[src/rtl/phyhs_pkg.sv]
// Package phyhs_pkg
// Shared types and field positions of the PHY handshake master.
// Assumes a 16-bit PHY register space and a 20-bit control word.
package phyhs_pkg;
    localparam int DW        = 16;
    localparam int CTRL_W    = DW + 4;
    localparam int STAT_W    = DW + 1;
    localparam int B_CAPADR  = DW;
    localparam int B_CAPDAT  = DW + 1;
    localparam int B_WRITE   = DW + 2;
    localparam int B_READ    = DW + 3;
    localparam int B_ACK     = DW;

    typedef enum logic [1:0] {PH_ADDR, PH_DATA, PH_WR, PH_RD} phase_t;
    typedef enum logic [2:0] {ST_IDLE, ST_PRE, ST_WHI, ST_WLO, ST_FIN} state_t;
endpackage

[src/rtl/phyhs_poll_timer.sv]
// Module phyhs_poll_timer
// Paces acknowledge checks during one wait. The check strobe goes high in the
// first cycle (when restart is high) and then every POLL_GAP cycles while
// active. The last flag marks the POLL_MAX-th check.
// Assumes restart is high exactly in the first cycle of each wait.
module phyhs_poll_timer #(
    parameter int POLL_MAX = 10,
    parameter int POLL_GAP = 125
) (
    input  logic clk,
    input  logic rst_n,
    input  logic active,
    input  logic restart,
    output logic chk,
    output logic chk_last
);
    localparam int CW = $clog2(POLL_MAX + 1);
    localparam int GW = $clog2(POLL_GAP + 1);
    localparam logic [GW-1:0] GAP_RELOAD = GW'(POLL_GAP - 1);
    localparam logic [CW-1:0] CNT_LAST   = CW'(POLL_MAX - 1);

    logic [GW-1:0] gap_q, gap_eff;
    logic [CW-1:0] cnt_q, cnt_eff;

    // Effective counters: a restart behaves like a fresh wait
    always_comb begin
        gap_eff  = restart ? '0 : gap_q;
        cnt_eff  = restart ? '0 : cnt_q;
        chk      = active && (gap_eff == '0);
        chk_last = (cnt_eff == CNT_LAST);
    end

    // Advance the gap and check counters while a wait is running
    always_ff @(posedge clk) begin
        if (!rst_n) begin
            gap_q <= '0;
            cnt_q <= '0;
        end else if (active) begin
            if (gap_eff == '0) begin
                gap_q <= GAP_RELOAD;
                cnt_q <= cnt_eff + 1'b1;
            end else begin
                gap_q <= gap_eff - 1'b1;
                cnt_q <= cnt_eff;
            end
        end
    end
endmodule

[src/rtl/phyhs_seq.sv]
// Module phyhs_seq
// Step sequencer: address phase, then data and write phases or a read
// phase, each as a four-phase handshake on the control word.
// Assumes chk/chk_last come from phyhs_poll_timer driven by fresh/polling.
module phyhs_seq
    import phyhs_pkg::*;
(
    input  logic              clk,
    input  logic              rst_n,
    input  logic              req,
    input  logic              we,
    input  logic [DW-1:0]     addr,
    input  logic [DW-1:0]     wdata,
    input  logic [STAT_W-1:0] stat,
    input  logic              chk,
    input  logic              chk_last,
    output logic              polling,
    output logic              fresh,
    output logic [CTRL_W-1:0] ctrl,
    output logic [DW-1:0]     rdata,
    output logic              done,
    output logic              timeout
);
    state_t        st;
    phase_t        ph;
    logic [DW-1:0] a_q, d_q;
    logic          we_q, to_q;
    logic          ack;

    // Control word with the strobe of a phase raised
    function automatic logic [CTRL_W-1:0] strobe_word(phase_t p, logic [DW-1:0] a, logic [DW-1:0] d);
        case (p)
            PH_ADDR: strobe_word = {4'b0001, a};
            PH_DATA: strobe_word = {4'b0010, d};
            PH_WR:   strobe_word = {4'b0100, {DW{1'b0}}};
            default: strobe_word = {4'b1000, {DW{1'b0}}};
        endcase
    endfunction

    // Control word after the strobe of a phase is dropped
    function automatic logic [CTRL_W-1:0] drop_word(phase_t p, logic [DW-1:0] a, logic [DW-1:0] d);
        case (p)
            PH_ADDR: drop_word = {4'b0000, a};
            PH_DATA: drop_word = {4'b0000, d};
            PH_WR:   drop_word = {4'b0000, d};
            default: drop_word = '0;
        endcase
    endfunction

    // Decode status and outputs
    always_comb begin
        ack     = stat[B_ACK];
        polling = (st == ST_WHI) || (st == ST_WLO);
        done    = (st == ST_FIN);
        timeout = (st == ST_FIN) && to_q;
    end

    // Step through the handshake phases
    always_ff @(posedge clk) begin
        if (!rst_n) begin
            st    <= ST_IDLE;
            ph    <= PH_ADDR;
            a_q   <= '0;
            d_q   <= '0;
            we_q  <= 1'b0;
            to_q  <= 1'b0;
            fresh <= 1'b0;
            ctrl  <= '0;
            rdata <= '0;
        end else begin
            fresh <= 1'b0;
            case (st)
                ST_IDLE: if (req) begin
                    a_q  <= addr;
                    d_q  <= wdata;
                    we_q <= we;
                    to_q <= 1'b0;
                    ph   <= PH_ADDR;
                    ctrl <= {4'b0000, addr};
                    st   <= ST_PRE;
                end
                ST_PRE: begin
                    ctrl  <= strobe_word(ph, a_q, d_q);
                    fresh <= 1'b1;
                    st    <= ST_WHI;
                end
                ST_WHI: if (chk) begin
                    if (ack) begin
                        if (ph == PH_RD) rdata <= stat[DW-1:0];
                        ctrl  <= drop_word(ph, a_q, d_q);
                        fresh <= 1'b1;
                        st    <= ST_WLO;
                    end else if (chk_last) begin
                        ctrl <= '0;
                        to_q <= 1'b1;
                        st   <= ST_FIN;
                    end
                end
                ST_WLO: if (chk) begin
                    if (!ack) begin
                        case (ph)
                            PH_ADDR: if (we_q) begin
                                ph   <= PH_DATA;
                                ctrl <= {4'b0000, d_q};
                                st   <= ST_PRE;
                            end else begin
                                ph    <= PH_RD;
                                ctrl  <= strobe_word(PH_RD, a_q, d_q);
                                fresh <= 1'b1;
                                st    <= ST_WHI;
                            end
                            PH_DATA: begin
                                ph    <= PH_WR;
                                ctrl  <= strobe_word(PH_WR, a_q, d_q);
                                fresh <= 1'b1;
                                st    <= ST_WHI;
                            end
                            default: begin
                                ctrl <= '0;
                                st   <= ST_FIN;
                            end
                        endcase
                    end else if (chk_last) begin
                        ctrl <= '0;
                        to_q <= 1'b1;
                        st   <= ST_FIN;
                    end
                end
                default: st <= ST_IDLE;
            endcase
        end
    end
endmodule

[src/rtl/phy_reg_hs_master.sv]
// Module phy_reg_hs_master
// Top: a host read/write port turned into strobe/acknowledge handshakes on a
// PHY control and status word pair. POLL_GAP is the spacing of acknowledge
// checks in clock cycles, POLL_MAX the number of checks per wait.
// Assumes the PHY acknowledge moves only in answer to a strobe.
module phy_reg_hs_master
    import phyhs_pkg::*;
#(
    parameter int POLL_MAX = 10,
    parameter int POLL_GAP = 125
) (
    input  logic              clk,
    input  logic              rst_n,
    input  logic              req,
    input  logic              we,
    input  logic [DW-1:0]     addr,
    input  logic [DW-1:0]     wdata,
    output logic [DW-1:0]     rdata,
    output logic              done,
    output logic              timeout,
    output logic [CTRL_W-1:0] phy_ctrl,
    input  logic [STAT_W-1:0] phy_stat
);
    logic chk, chk_last, polling, fresh;

    phyhs_poll_timer #(.POLL_MAX(POLL_MAX), .POLL_GAP(POLL_GAP)) u_timer (
        .clk(clk), .rst_n(rst_n), .active(polling), .restart(fresh),
        .chk(chk), .chk_last(chk_last)
    );

    phyhs_seq u_seq (
        .clk(clk), .rst_n(rst_n), .req(req), .we(we), .addr(addr),
        .wdata(wdata), .stat(phy_stat), .chk(chk), .chk_last(chk_last),
        .polling(polling), .fresh(fresh), .ctrl(phy_ctrl), .rdata(rdata),
        .done(done), .timeout(timeout)
    );
endmodule

[config.mk]
export PLATFORM = sky130hd
export DESIGN_NAME = phy_reg_hs_master
export DESIGN_NICKNAME = d
export VERILOG_FILES = /design/src/rtl/phyhs_pkg.sv /design/src/rtl/phyhs_poll_timer.sv /design/src/rtl/phyhs_seq.sv /design/src/rtl/phy_reg_hs_master.sv
export SDC_FILE = /design/constraint.sdc
export NUM_CORES = 1
export LEC_CHECK = 0
export BUFFER_PORTS_ARGS = -buffer_cell sky130_fd_sc_hd__buf_2
export CORE_MARGIN = 5
export CORE_UTILIZATION = 58
export CTS_CLUSTER_SIZE = 30
export DETAILED_ROUTE_END_ITERATION = 16
export PLACE_DENSITY = 0.85
export SLEW_MARGIN = 30
export SYNTH_ARGS = -nofsm -noshare
export SYNTH_HDL_FRONTEND = slang
export SYNTH_HIERARCHICAL = 1
export SYNTH_SLANG_ARGS = --single-unit
[constraint.sdc]
create_clock -name clk -period 3.65 [get_ports clk]
set_input_delay 0.365 -clock clk [delete_from_list [all_inputs] [get_ports clk]]
set_output_delay 0.365 -clock clk [all_outputs]
set_load 0.05 [all_outputs]
==> flow_metrics.tcl <==
set metrics [dict create \
    syn_avg_cell_area_um2 8.47 \
    power_frac_clock 0.238 \
    finalPower_mw 3.17 \
    critPathKind "flip-flop to flip-flop" \
    cp_slowest_cell "dfxtp_1" \
    wl_per_cell_um 14.8 \
    num_rows 30 \
    path_clk_slew_ns 0.09 \
    ctsRootBufferMaster "clkbuf_8" \
    ctsHoldBuffers 0 \
    cp_data_arrival_time_ns 2.88 \
    grt_pass1_vias 3663 \
    area_delta_synth_final_pct 17.6 \
    fin_crit_ns 2.65 \
    postCtsSetupRepairBufs 0 \
    drive_gt1_frac 0.225 \
    cts_resized 0 \
    setup_ws_ns 1.00 \
    path_cells "nand2b_1 -> ha_1 -> nand2_1 -> nor2_1 -> inv_1 -> a211o_1 -> or2_1 -> a22oi_1 -> nor2b_1" \
    finalMaxSlewViolations 0 \
    grt_max_degree 51 \
    track_usage 0.232 \
    cp-end-kind "flip-flop" \
    cts_buffers 9 \
    finalWirelength_mm 9.83 \
    async_flop_share 0 \
    antenna_found_initial 0 \
    gp_congestion 0.849 \
    ys_top_cells_by_count "113 x nand2_1, 87 x dfxtp_1, 38 x a21boi_0, 28 x a21boi_1, 23 x o21ai_0" \
    n_antenna_cell 0 \
    slew-limit-headroom 0.353 \
    synth_most_common_cell "nand2_1" \
    powerDensity_mw_per_mm2 657 \
    htree_num_levels 3 \
    path_buf_inv 1 \
    min_from "wdata[1]" \
    synth-xor-area-share 0.00641 \
    via_per_inst 5.60 \
    clock_path_buffers 2 \
    p_seq_frac 0.395 \
    netlist_instances 484 \
    synthAdderAreaFrac 0.0275 \
    synth-edff-count 0 \
    p_comb_frac 0.368 \
    place_hpwl_mm 6.87 \
    yosysSeqAreaShare 0.425 \
    muxShareOfSynthArea 0.00733 \
    tightest_slew_ns 0.971 \
    place_area_mm2 0.00459 \
    synth_compound_area_frac 0.263 \
    pre_cts_ws_ns 1.04 \
    r2r-start "u_seq/fresh" \
    yosys.area_share.simple 0.220 \
    synth_nets 546 \
    drcViolationCount 0 \
    setup_tns_ns 0 \
    cp_max_fo 16 \
    fmax_ghz 0.378 \
    initial_core_util 0.600 \
    final-setup-viol-count 0 \
    dieWidth_um 94.1 \
    die_h_um 94.1 \
    portBuffers 90 \
    clk_latency_ns 0.35 \
    cp_top_family "simple AND/OR/NAND/NOR gates" \
    num_io_pins 91 \
    yosysWarnings 6 \
    cts.sinks 87 \
    final_hold_viol_count 0 \
    hold_class "input port to flip-flop" \
    synth_top_family_by_area "compound AO/OA/AOI/OAI gates" \
    final_area_mm2 0.00482 \
    crit_start "u_seq/fresh" \
    clock_skew_ns 0.0108 \
    vias 3723 \
    synth_ff_type "dfxtp_1" \
    core_area_mm2 0.00683 \
    outcome "finished, final reports clean" \
    min_period_over_period 0.725 \
    yosys-top-cells-area "dfxtp_1 42%, nand2_1 10%, a21boi_0 7.0%" \
    ir_drop_mv 0.530 \
    syn_area_mm2 0.00410 \
    rsz0062_at_grt "false" \
    final_nets 626 \
    synth.distinct_cells 60 \
    drt_iter0_markers 235 \
    grt-ovfl-total 0 \
    netlist.area_leader.share 0.425 \
    timing.hold.ws_ns 0.247 \
    drv_cap 0 \
    cp.required_ns 3.88 \
    startpoint_type "flip-flop" \
    cp_slowest_stage_delay_ns 0.56 \
    grt_pass1_wl_mm 16.6 \
    cts_tree "built" \
    ys_ff_latch 87 \
    first_pass_iters 5 \
    switchingPower_mw 1.24 \
    netlist.top_cell.by_area "dfxtp_1" \
    internal-power_mw 1.93 \
    swShare 0.390 \
    die_area_mm2 0.00885 \
    p_leak_nw 1.99 \
    postRouteAntennaNets 0 \
]
-- layout by cell type (no fill, tap or decap), drive strengths merged, types with 2 or more instances in the layout --
cell type and instances:
a211o 2, a211oi 2, a21boi 66, a21oi 10, a221o 14, a221oi 3, a22oi 2, a31oi 2
a32oi 2, and2 4, and3 2, buf 100, bufinv 2, clkbuf 10, clkinv 3, dfxtp 87
ha 9, inv 14, mux2i 3, nand2 113, nand2b 8, nand3 8, nand3b 6, nand4 3
nor2 19, nor2b 8, nor3 6, o21a 3, o21ai 28, o22ai 2, o311a 2, o31ai 3
or2 2, xor2 3
-- power groups by stage --
stage / logic, mW / clock network (mW) / registers, mW
finish: 1.17 / 0.753 / 1.25
global route: 1.30 / 0.805 / 1.27
CTS: 1.16 / 0.762 / 1.25
detailed placement: 1.15 / 0 / 1.27
global placement: 1.12 / 0 / 1.26
floorplan: 0.781 / 0 / 1.37
-- final cells by class --
cell class                      instances  area [um^2]
Timing Repair Buffer                  100          526
Multi-Input combinational cell        353         2160
Tap cell                               96          120
Clock buffer                           10          138
Sequential cell                        87         1740
Inverter                               13         48.8
Clock inverter                          6         91.3
Fill cell                             549         2010
-- layer usage --
layer,GRT usage,wire length [um],vias to the layer above
met5,0,0,-
met4,0.103,171,0
met3,0.0481,613,19
met2,0.399,5010,117
met1,0.277,4040,1737
li1,-,-,1850
-- path summary, 6_finish.rpt --
check | to | slack [ns] | cells after the start
worst max-delay path | u_seq/ctrl[18] | 1.00 | 9
worst min-delay path | u_seq/d_q[1] | 0.25 | 3
worst max register to register | u_seq/ctrl[18] | 1.00 | 9
worst min register to register | u_seq/rdata[9] | 0.45 | 2
-- logic make-up (layout without fill, tap and decap cells) --
kind of cell,after synthesis,after routing
xor+xnor,3,3
buf+inv,44,129
compound gates,149,149
simple gates,189,189
flops,87,87
fa+ha+maj,9,9
mux,3,3
-- flip-flops by register name, summed over array words and instances, names as in the netlist --
register,flops
u_seq/a_q,16
u_timer/gap_q,7
u_seq/st,3
u_seq/d_q,16
u_seq/fresh,1
u_seq/ph,2
u_timer/cnt_q,4
u_seq/to_q,1
u_seq/rdata,16
u_seq/ctrl,20
u_seq/we_q,1
-- worst min-delay path: cells and delay by family --
kind,cells,cell delay [ns]
simple gates,1,0.04
compound gates,1,0.05
buf+inv,1,0.09
-- metrics by stage --
| stage | util | cells |
|---|---|---|
| floorplan | - | 484 |
| CTS | 0.705 | 665 |
| finish | 0.706 | 665 |
| global placement | 0.671 | 649 |
| detailed placement | 0.671 | 649 |
| global route | 0.706 | 665 |
Power figures use the tool's default switching activity.
